### src/rtl/utx_pkg.sv
package utx_pkg;

    localparam int TICKS_PER_BIT = 16;
    localparam int START_DELAY   = 8;
    localparam int IRQ_OFFSET    = 8;
    localparam int CNT_W         = 5;

    typedef enum logic [2:0] {
        ST_IDLE,
        ST_START,
        ST_DATA,
        ST_PAR,
        ST_STOP
    } tx_state_e;

    typedef struct packed {
        logic [1:0]       wsel;
        logic             par_en;
        logic             par_bit;
        logic [CNT_W-1:0] stop_last;
    } frame_cfg_t;

    function automatic logic [CNT_W-1:0] stop_last_tick(input logic [1:0] wsel,
                                                        input logic stop_long);
        if (!stop_long)
            return CNT_W'(TICKS_PER_BIT - 1);
        else if (wsel == 2'd0)
            return CNT_W'(TICKS_PER_BIT + TICKS_PER_BIT / 2 - 1);
        else
            return CNT_W'(2 * TICKS_PER_BIT - 1);
    endfunction

    function automatic logic calc_parity(input logic [7:0] d, input logic [1:0] wsel,
                                         input logic even);
        logic [7:0] mask;
        mask = 8'hFF >> (3 - wsel);
        return (^(d & mask)) ^ ~even;
    endfunction

endpackage

### src/rtl/utx_buf.sv
module utx_buf #(
    parameter int DEPTH = 16,
    parameter int W     = 8
) (
    input  logic         clk,
    input  logic         rst,
    input  logic         fifo_mode,
    input  logic         push_req,
    input  logic [W-1:0] push_data,
    input  logic         pop,
    output logic [W-1:0] head,
    output logic         empty,
    output logic         full
);
    localparam int AW = (DEPTH > 1) ? $clog2(DEPTH) : 1;
    localparam int CW = AW + 1;

    logic [W-1:0]  mem [DEPTH];
    logic [AW-1:0] wp, rp;
    logic [CW-1:0] count;
    logic [CW-1:0] cap;
    logic          push;

    assign cap   = fifo_mode ? CW'(DEPTH) : CW'(1);
    assign full  = (count >= cap);
    assign empty = (count == '0);
    assign push  = push_req && !full;
    assign head  = mem[rp];

    always_ff @(posedge clk) begin
        if (rst) begin
            wp    <= '0;
            rp    <= '0;
            count <= '0;
        end else begin
            if (push) begin
                mem[wp] <= push_data;
                wp      <= (wp == AW'(DEPTH - 1)) ? '0 : wp + 1'b1;
            end
            if (pop && !empty)
                rp <= (rp == AW'(DEPTH - 1)) ? '0 : rp + 1'b1;
            case ({push, pop && !empty})
                2'b10:   count <= count + 1'b1;
                2'b01:   count <= count - 1'b1;
                default: count <= count;
            endcase
        end
    end
endmodule

### src/rtl/utx_shift.sv
module utx_shift
    import utx_pkg::*;
(
    input  logic       clk,
    input  logic       rst,
    input  logic       tick,
    input  logic       have_data,
    input  logic [7:0] next_data,
    input  logic [1:0] data_bits,
    input  logic       parity_en,
    input  logic       parity_even,
    input  logic       stop_long,
    output logic       pop,
    output logic       irq_pulse,
    output logic       line
);
    tx_state_e        state;
    logic [CNT_W-1:0] cnt;
    logic [2:0]       idx;
    logic [7:0]       sh;
    frame_cfg_t       cfg;
    logic             bit_end;

    assign bit_end = (cnt == CNT_W'(TICKS_PER_BIT - 1));

    assign pop = tick && have_data &&
                 ((state == ST_IDLE && cnt == CNT_W'(START_DELAY - 1)) ||
                  (state == ST_STOP && cnt == cfg.stop_last));

    assign irq_pulse = tick && !have_data && state == ST_STOP &&
                       cnt == CNT_W'(IRQ_OFFSET - 1);

    always_comb begin
        case (state)
            ST_START: line = 1'b0;
            ST_DATA:  line = sh[0];
            ST_PAR:   line = cfg.par_bit;
            default:  line = 1'b1;
        endcase
    end

    always_ff @(posedge clk) begin
        if (rst) begin
            state <= ST_IDLE;
            cnt   <= '0;
            idx   <= '0;
            sh    <= '0;
            cfg   <= '0;
        end else if (tick) begin
            if (pop) begin
                state         <= ST_START;
                cnt           <= '0;
                sh            <= next_data;
                cfg.wsel      <= data_bits;
                cfg.par_en    <= parity_en;
                cfg.par_bit   <= calc_parity(next_data, data_bits, parity_even);
                cfg.stop_last <= stop_last_tick(data_bits, stop_long);
            end else begin
                case (state)
                    ST_IDLE: cnt <= have_data ? cnt + 1'b1 : '0;
                    ST_START: begin
                        cnt <= bit_end ? '0 : cnt + 1'b1;
                        if (bit_end) begin
                            state <= ST_DATA;
                            idx   <= '0;
                        end
                    end
                    ST_DATA: begin
                        cnt <= bit_end ? '0 : cnt + 1'b1;
                        if (bit_end) begin
                            sh  <= sh >> 1;
                            idx <= idx + 1'b1;
                            if (idx == 3'(3'd4 + {1'b0, cfg.wsel}))
                                state <= cfg.par_en ? ST_PAR : ST_STOP;
                        end
                    end
                    ST_PAR: begin
                        cnt <= bit_end ? '0 : cnt + 1'b1;
                        if (bit_end) state <= ST_STOP;
                    end
                    ST_STOP: begin
                        if (cnt == cfg.stop_last) begin
                            state <= ST_IDLE;
                            cnt   <= '0;
                        end else begin
                            cnt <= cnt + 1'b1;
                        end
                    end
                    default: state <= ST_IDLE;
                endcase
            end
        end
    end
endmodule

### src/rtl/utx_core.sv
module utx_core #(
    parameter int DEPTH = 16
) (
    input  logic       clk,
    input  logic       rst,
    input  logic       baud_tick,
    input  logic       wr_en,
    input  logic [7:0] wr_data,
    input  logic       fifo_mode,
    input  logic [1:0] data_bits,
    input  logic       parity_en,
    input  logic       parity_even,
    input  logic       stop_long,
    input  logic       break_en,
    output logic       txd,
    output logic       thr_irq,
    output logic       tx_ready
);
    logic [7:0] head;
    logic       empty, full, pop, irq_pulse, line;

    utx_buf #(.DEPTH(DEPTH), .W(8)) i_buf (
        .clk       (clk),
        .rst       (rst),
        .fifo_mode (fifo_mode),
        .push_req  (wr_en),
        .push_data (wr_data),
        .pop       (pop),
        .head      (head),
        .empty     (empty),
        .full      (full)
    );

    utx_shift i_shift (
        .clk         (clk),
        .rst         (rst),
        .tick        (baud_tick),
        .have_data   (!empty),
        .next_data   (head),
        .data_bits   (data_bits),
        .parity_en   (parity_en),
        .parity_even (parity_even),
        .stop_long   (stop_long),
        .pop         (pop),
        .irq_pulse   (irq_pulse),
        .line        (line)
    );

    always_ff @(posedge clk) begin
        if (rst)
            thr_irq <= 1'b0;
        else if (wr_en && !full)
            thr_irq <= 1'b0;
        else if (irq_pulse)
            thr_irq <= 1'b1;
    end

    assign txd      = break_en ? 1'b0 : line;
    assign tx_ready = !full;
endmodule

### config.mk
export PLATFORM = sky130hd
export DESIGN_NAME = utx_core
export DESIGN_NICKNAME = d
export VERILOG_FILES = /design/src/rtl/utx_pkg.sv /design/src/rtl/utx_buf.sv /design/src/rtl/utx_shift.sv /design/src/rtl/utx_core.sv
export SDC_FILE = /design/constraint.sdc
export NUM_CORES = 1
export LEC_CHECK = 0
export BUFFER_PORTS_ARGS = -buffer_cell sky130_fd_sc_hd__buf_2
export CORE_MARGIN = 1
export CORE_UTILIZATION = 48
export CTS_BUF_LIST = sky130_fd_sc_hd__clkbuf_2 sky130_fd_sc_hd__clkbuf_4 sky130_fd_sc_hd__clkbuf_8
export DETAILED_ROUTE_END_ITERATION = 12
export PLACE_DENSITY_LB_ADDON = 0.2
export SETUP_SLACK_MARGIN = 0.02
export SLEW_MARGIN = 25
export SYNTH_ARGS = -nofsm -noshare
export SYNTH_HDL_FRONTEND = slang
export SYNTH_SLANG_ARGS = --single-unit
### constraint.sdc
create_clock -name clk -period 4.8 [get_ports clk]
set_input_delay 0.24 -clock clk [delete_from_list [all_inputs] [get_ports clk]]
set_output_delay 0.24 -clock clk [all_outputs]
set_load 0.03 [all_outputs]
# After elaboration in Yosys (flattened, before gate mapping)
# Memories as Yosys holds them, arrays and structs flattened. A register that Yosys moved wholly into a read port is not among the register bits.
# Cells that the tools add are included.
# classes
add_sub_neg	8
order_cmp	1
eq_ne	20
shifts	1
n_mux	32
bitwise	4
reduce_logical	28
# op_table
cell	count
$shr 8x32->8 const A	1
$mux 5	6
$mux 3	9
$mux 8	3
$mux 4	5
$pmux 3 s5	1
$pmux 5 s3	1
$ne 3x2->1 const B	4
$add 5x1->5 const B	2
$pmux 5 s2	1
$logic_and 1x1->1	9
$add 4x1->4 const B	2
$and 8x8->8	1
$eq 4x4->1 const B	2
$reduce_bool 2->1	4
$reduce_xor 8->1	1
$reduce_and 7->1	1
$eq 3x2->1 const B	2
$pmux 3 s2	1
$eq 5x3->1 const B	1
$eq 5x4->1 const B	1
$eq 5x5->1	1
$ge 5x5->1	1
$logic_not 5->1	1
other kinds (26)	33
# totals
register_bits	42
ram_bits	128
input_bits	19
out_inout_bits	3
word_cells	107
memories	1
# memory_table
name	words	word_bits	read_ports	rd_clocked_by_memory_dff	wr	line_no	rtl
i_buf.mem	16	8	1	1	1	utx_buf.sv:18	logic [W-1:0] mem [DEPTH];

# Longest topological paths before layout
# logic_depth
depth_word	7
mapped_depth	16
mapped_depth_nobuf	15

# Hierarchy
# Synthesis repeated with hierarchy kept, for this count alone.
# hier_totals
cells_unflattened	519
hier_area_um2	7587.3
# by_module_without_submodules
mod	n_inst	cells_each	area_each_um2	seq_area_each_um2
utx_buf	1	325	5886.9	4184.0
utx_shift	1	188	1650.3	520.5
utx_core	1	6	50.0	20.0

# Least setup slack after synthesis
# No wires, ideal clock.
# synth_path
path_type	reg2reg
start	reg i_shift.cnt[0]
end	reg i_buf.count[4]
setup_ns	0.070
arrival_ns	3.467
required_time_ns	4.730
slack_ns	1.263
path_stages_with_launch	16
n_path_buf	1
synth_period_minus_slack_ns	3.537
cell_sequence	dfxtp_1 > or4_1 > a211oi_2 > a21oi_1 > or3_1 > inv_2 > clkbuf_1 > ha_1 > inv_1 > fa_1 > inv_1 > a21o_1 > a21oi_1 > xnor2_1 > or3_1 > a21oi_1
# synth_via
elab_chain_len	7
word_cells_on_any_way	11
cone_classes	eq/ne (4); mux (1); reduce/logical (6)
# synth_rtl
item	line_no	rtl
start: declaration	utx_shift.sv:18	logic [CNT_W-1:0] cnt;
start signal: assignment	utx_shift.sv:60	ST_IDLE: cnt <= have_data ? cnt + 1'b1 : '0;
start signal: assignment	utx_shift.sv:62	cnt <= bit_end ? '0 : cnt + 1'b1;
start signal: assignment	utx_shift.sv:69	cnt <= bit_end ? '0 : cnt + 1'b1;
$eq 5x3->1 or $eq 5x5->1 (tied branches)	utx_shift.sv:27, utx_shift.sv:28	
$logic_and 1x1->1, on equally long branches	utx_shift.sv:27, utx_shift.sv:28	
$logic_or 1x1->1 (*)	utx_shift.sv:27	((state == ST_IDLE && cnt == CNT_W'(START_DELAY - 1)) ||
$logic_and 1x1->1 (*)	utx_shift.sv:26	assign pop = tick && have_data &&
$logic_and 1x1->1 (*)	utx_buf.sv:42	case ({push, pop && !empty})
$eq 2x1->1 or $eq 2x2->1 (tied branches)	utx_buf.sv:42	
$pmux 5 s2 or $reduce_bool 2->1 (tied branches)	--	
end signal: assignment	utx_buf.sv:43	2'b10: count <= count + 1'b1;
end signal: assignment	utx_buf.sv:44	2'b01: count <= count - 1'b1;
end signal: assignment	utx_buf.sv:45	default: count <= count;
end: declaration	utx_buf.sv:20	logic [CW-1:0] count;
# Mark *: on every way between the ends. The rest lies on a longest branch, timed or not.
# A chain may end at the register's enable or synchronous reset.

# Final worst setup path
# Ends and elaborated chain as after synthesis.

==> impl_metrics.py <==
metrics = {
    "cells_and_area": {
        "drive_gt1_frac": 0.161,
        "seq_area_um2": 4730,
        "n_fill_cell": 1227,
        "synthToLayoutAreaGrowth_pct": 8.61,
        "antenna-diode-count": 0,
        "final_util": 0.542,
        "multiInputGateArea_um2": 2460,
        "nNetsFinal": 576,
    },
    "timing": {
        "tightest_slew_ns": 1.05,
        "setup_viol": 0,
        "holdWs_ns": 0.0221,
        "fin_tns_setup_ns": 0,
        "max_slew_margin": 0.297,
        "hold_viol": 0,
        "max_freq_mhz": 265,
        "finClkSkew_ns": 0.0123,
        "finalCriticalPeriod_ns": 3.78,
        "grt_setup_unrepaired": "false",
        "maxSlewViolCount": 0,
        "fin_crit_sh": 0.787,
    },
    "grt": {
        "grt_overflow": 0,
        "grt_max_degree": 43,
        "first_global_vias": 4315,
        "antenna_found_initial": 0,
        "grtUsageTotal": 0.202,
        "grt_pass1_wl_mm": 23.6,
    },
    "logic_synthesis": {
        "yosysTopAreaCell": "edfxtp_1",
        "synth-compound-area-share": 0.0634,
        "netlist_top_cells_count": "edfxtp_1 (128), nor2_1 (67), dfxtp_1 (44)",
        "synth.net_count": 554,
        "synth.most_common_cell": "edfxtp_1",
        "synth_seq_cells": 172,
        "yosysWarnings": 0,
        "synthMuxAreaShare": 0.115,
        "syn_area_um2": 7360,
        "avgSynthCellArea_um2": 14.2,
        "ys_seq_area_frac": 0.642,
        "syn_inst": 519,
        "synth_xor_area_frac": 0.0272,
        "synth_top_family_by_area": "multiplexers",
        "synth_fa_ha_area_frac": 0.0282,
        "synth_edf_count": 128,
        "synth-main-ff-cell": "edfxtp_1",
        "ys_types": 49,
        "yosys.area_share.simple": 0.0981,
        "synthTopCellsByArea": "edfxtp_1 (52%), dfxtp_1 (12%), mux4_2 (6.4%), nor2_1 (3.4%), ha_1 (2.6%)",
        "synth_top_area_frac": 0.522,
        "synthArstFlopShare": 0,
    },
    "routing": {
        "vias": 4209,
        "antenna_left": 0,
        "post_drt_wl_per_cell_um": 19.9,
        "finalWirelength_mm": 14.7,
        "drt_iter0_drc": 285,
        "dr.pass1.iters": 4,
        "drc_errors": 0,
        "via_per_inst": 5.71,
    },
    "clock_tree": {
        "cts-root-buf": "clkbuf_8",
        "h-tree-depth": 4,
        "clk_path_buf_depth": 2,
        "clk_pin_slew_ns": 0.09,
        "tritoncts": "built",
        "cts-resized-gates": 0,
        "numCtsBuffers": 17,
        "post_cts_buffers": 0,
        "clock_sinks": 172,
        "clk_latency_ns": 0.46,
        "cts_hold_buf": 0,
    },
    "setup_path": {
        "r2r_setup_slack_ns": 1.02,
        "cp.required_ns": 5.18,
        "cp_max_fo": 21,
        "cp-startpoint": "i_shift.cnt[0]",
        "cp-start-kind": "flop",
        "cp.arrival_ns": 4.16,
        "path_class": "flop to flop",
        "r2r_start": "i_shift.cnt[0]",
        "cp-end-kind": "flop",
    },
    "placement": {
        "place.gp.congestion": 0.794,
        "place.port_buffers": 21,
        "dp_hpwl_mm": 9.60,
    },
    "die": {
        "start_util": 0.499,
        "die_area_um2": 15800,
        "row_count": 44,
        "die_y_um": 126,
        "die_w_um": 126,
        "io_pins": 22,
        "core_um2": 14800,
    },
    "flow_run": {
        "cap_viol_max_count": 0,
    },
    "run_status": {
        "outcome": "completed",
    },
    "power_and_ir_drop": {
        "vdd_drop_max_mv": 0.274,
        "p_per_area_nw_per_um2": 340,
        "net-switching-power_w": 0.000602,
        "p_int_w": 0.00212,
        "switching_share": 0.221,
        "comb_power_share": 0.038,
        "leakagePower_nw": 2.67,
        "power_frac_clock": 0.370,
        "power_frac_seq": 0.592,
    },
    "min_path": {
        "min_from": "parity_en",
        "hp-class": "input pin to flop",
    },
}
==> area by class of cell <==
class / instances / share of cell area
Inverter: 14 / 0.00658
Clock inverter: 12 / 0.0175
Multi-Input combinational cell: 311 / 0.308
Sequential cell: 172 / 0.591
Clock buffer: 19 / 0.0312
Tap cell: 184 / 0.0288
Timing Repair Buffer: 25 / 0.0169
==> cells by family (layout without fill, tap and decap cells) <==
logic type / after synthesis / count (layout)
AO/OA/AOI/OAI: 73 / 73
AND/OR/NAND/NOR: 157 / 157
XOR/XNOR: 18 / 18
adder cells (fa/ha/maj): 16 / 16
flip-flops: 172 / 172
multiplexers: 47 / 47
buffers and inverters: 36 / 70
==> critical path: stages, from the launching register on <==
cell and delay, ns:
dfxtp_1 0.36, or4_1 0.54, a211oi_2 0.29, a21oi_1 0.10, or3_1 0.40, buf_4 0.22, inv_2 0.21, ha_1 0.26
inv_1 0.09, fa_1 0.40, inv_1 0.07, a21o_1 0.11, a21oi_1 0.07, xnor2_1 0.13, or3_1 0.30, a21oi_1 0.14
==> flip-flops by register name, summed over array words and instances (netlist names), named ones only <==
name,flops
i_shift.state,3
i_shift.idx,3
i_shift.cfg,7
i_buf.rp,4
i_buf.mem,128
i_shift.cnt,5
i_buf.wp,4
i_buf.count,5
i_shift.sh,8
thr_irq,1
==> layer usage <==
layer	GRT usage	wire, µm
met1	0.259	6730
met5	0	0
met3	0.0544	587
met2	0.333	7200
met4	0.0716	139
==> metrics by stage <==
step	setup WS, ns	cells	total power, W	instance area [µm²]
6_report	1.02	737	0.00272	7990
5_1_grt	0.794	737	0.00281	7990
4_1_cts	1.04	737	0.00273	7990
3_5_place_dp	1.06	706	0.00175	7600
3_3_place_gp	1.16	706	0.00174	7590
2_1_floorplan	1.26	519	0.00171	7360
==> layout by cell type, fill, tap and decap left out, types with 4 or more instances in the layout <==
master	Yosys	layout
a21o_1	5	5
a21oi_1	31	31
a221oi_1	5	5
a22oi_1	4	4
a311oi_1	4	4
and2_1	7	7
buf_2	2	21
buf_4	0	4
clkbuf_8	0	17
clkinvlp_4	0	4
dfxtp_1	44	43
edfxtp_1	128	128
ha_1	15	15
inv_1	12	12
mux2i_1	18	18
mux4_1	7	7
mux4_2	21	21
nand2_1	37	37
nand2b_1	8	8
nand3_1	4	4
nor2_1	67	62
nor2_2	0	5
nor3_1	4	4
nor3b_1	5	5
nor4_1	10	10
o21ai_0	13	13
or3_1	4	4
xnor2_1	5	5
xor2_1	10	10
==> power groups by stage <==
stage | logic, W | registers, W | clock network [W]
after floorplan | 0.0000629 | 0.00164 | 0
after global placement | 0.000100 | 0.00164 | 0
after detailed placement | 0.000104 | 0.00164 | 0
after CTS | 0.000104 | 0.00161 | 0.00102
after global routing | 0.000115 | 0.00161 | 0.00108
final | 0.000103 | 0.00161 | 0.00101
==> path summary, 6_finish.rpt <==
kind | endpoint | cells past startpoint
worst max-delay path | i_buf.count[4] | 15
worst min-delay path | i_shift.cfg[6] | 3
worst max register to register | i_buf.count[4] | 15
worst min register to register | i_shift.cfg[8] | 2
(Power assumes the default switching activity.)
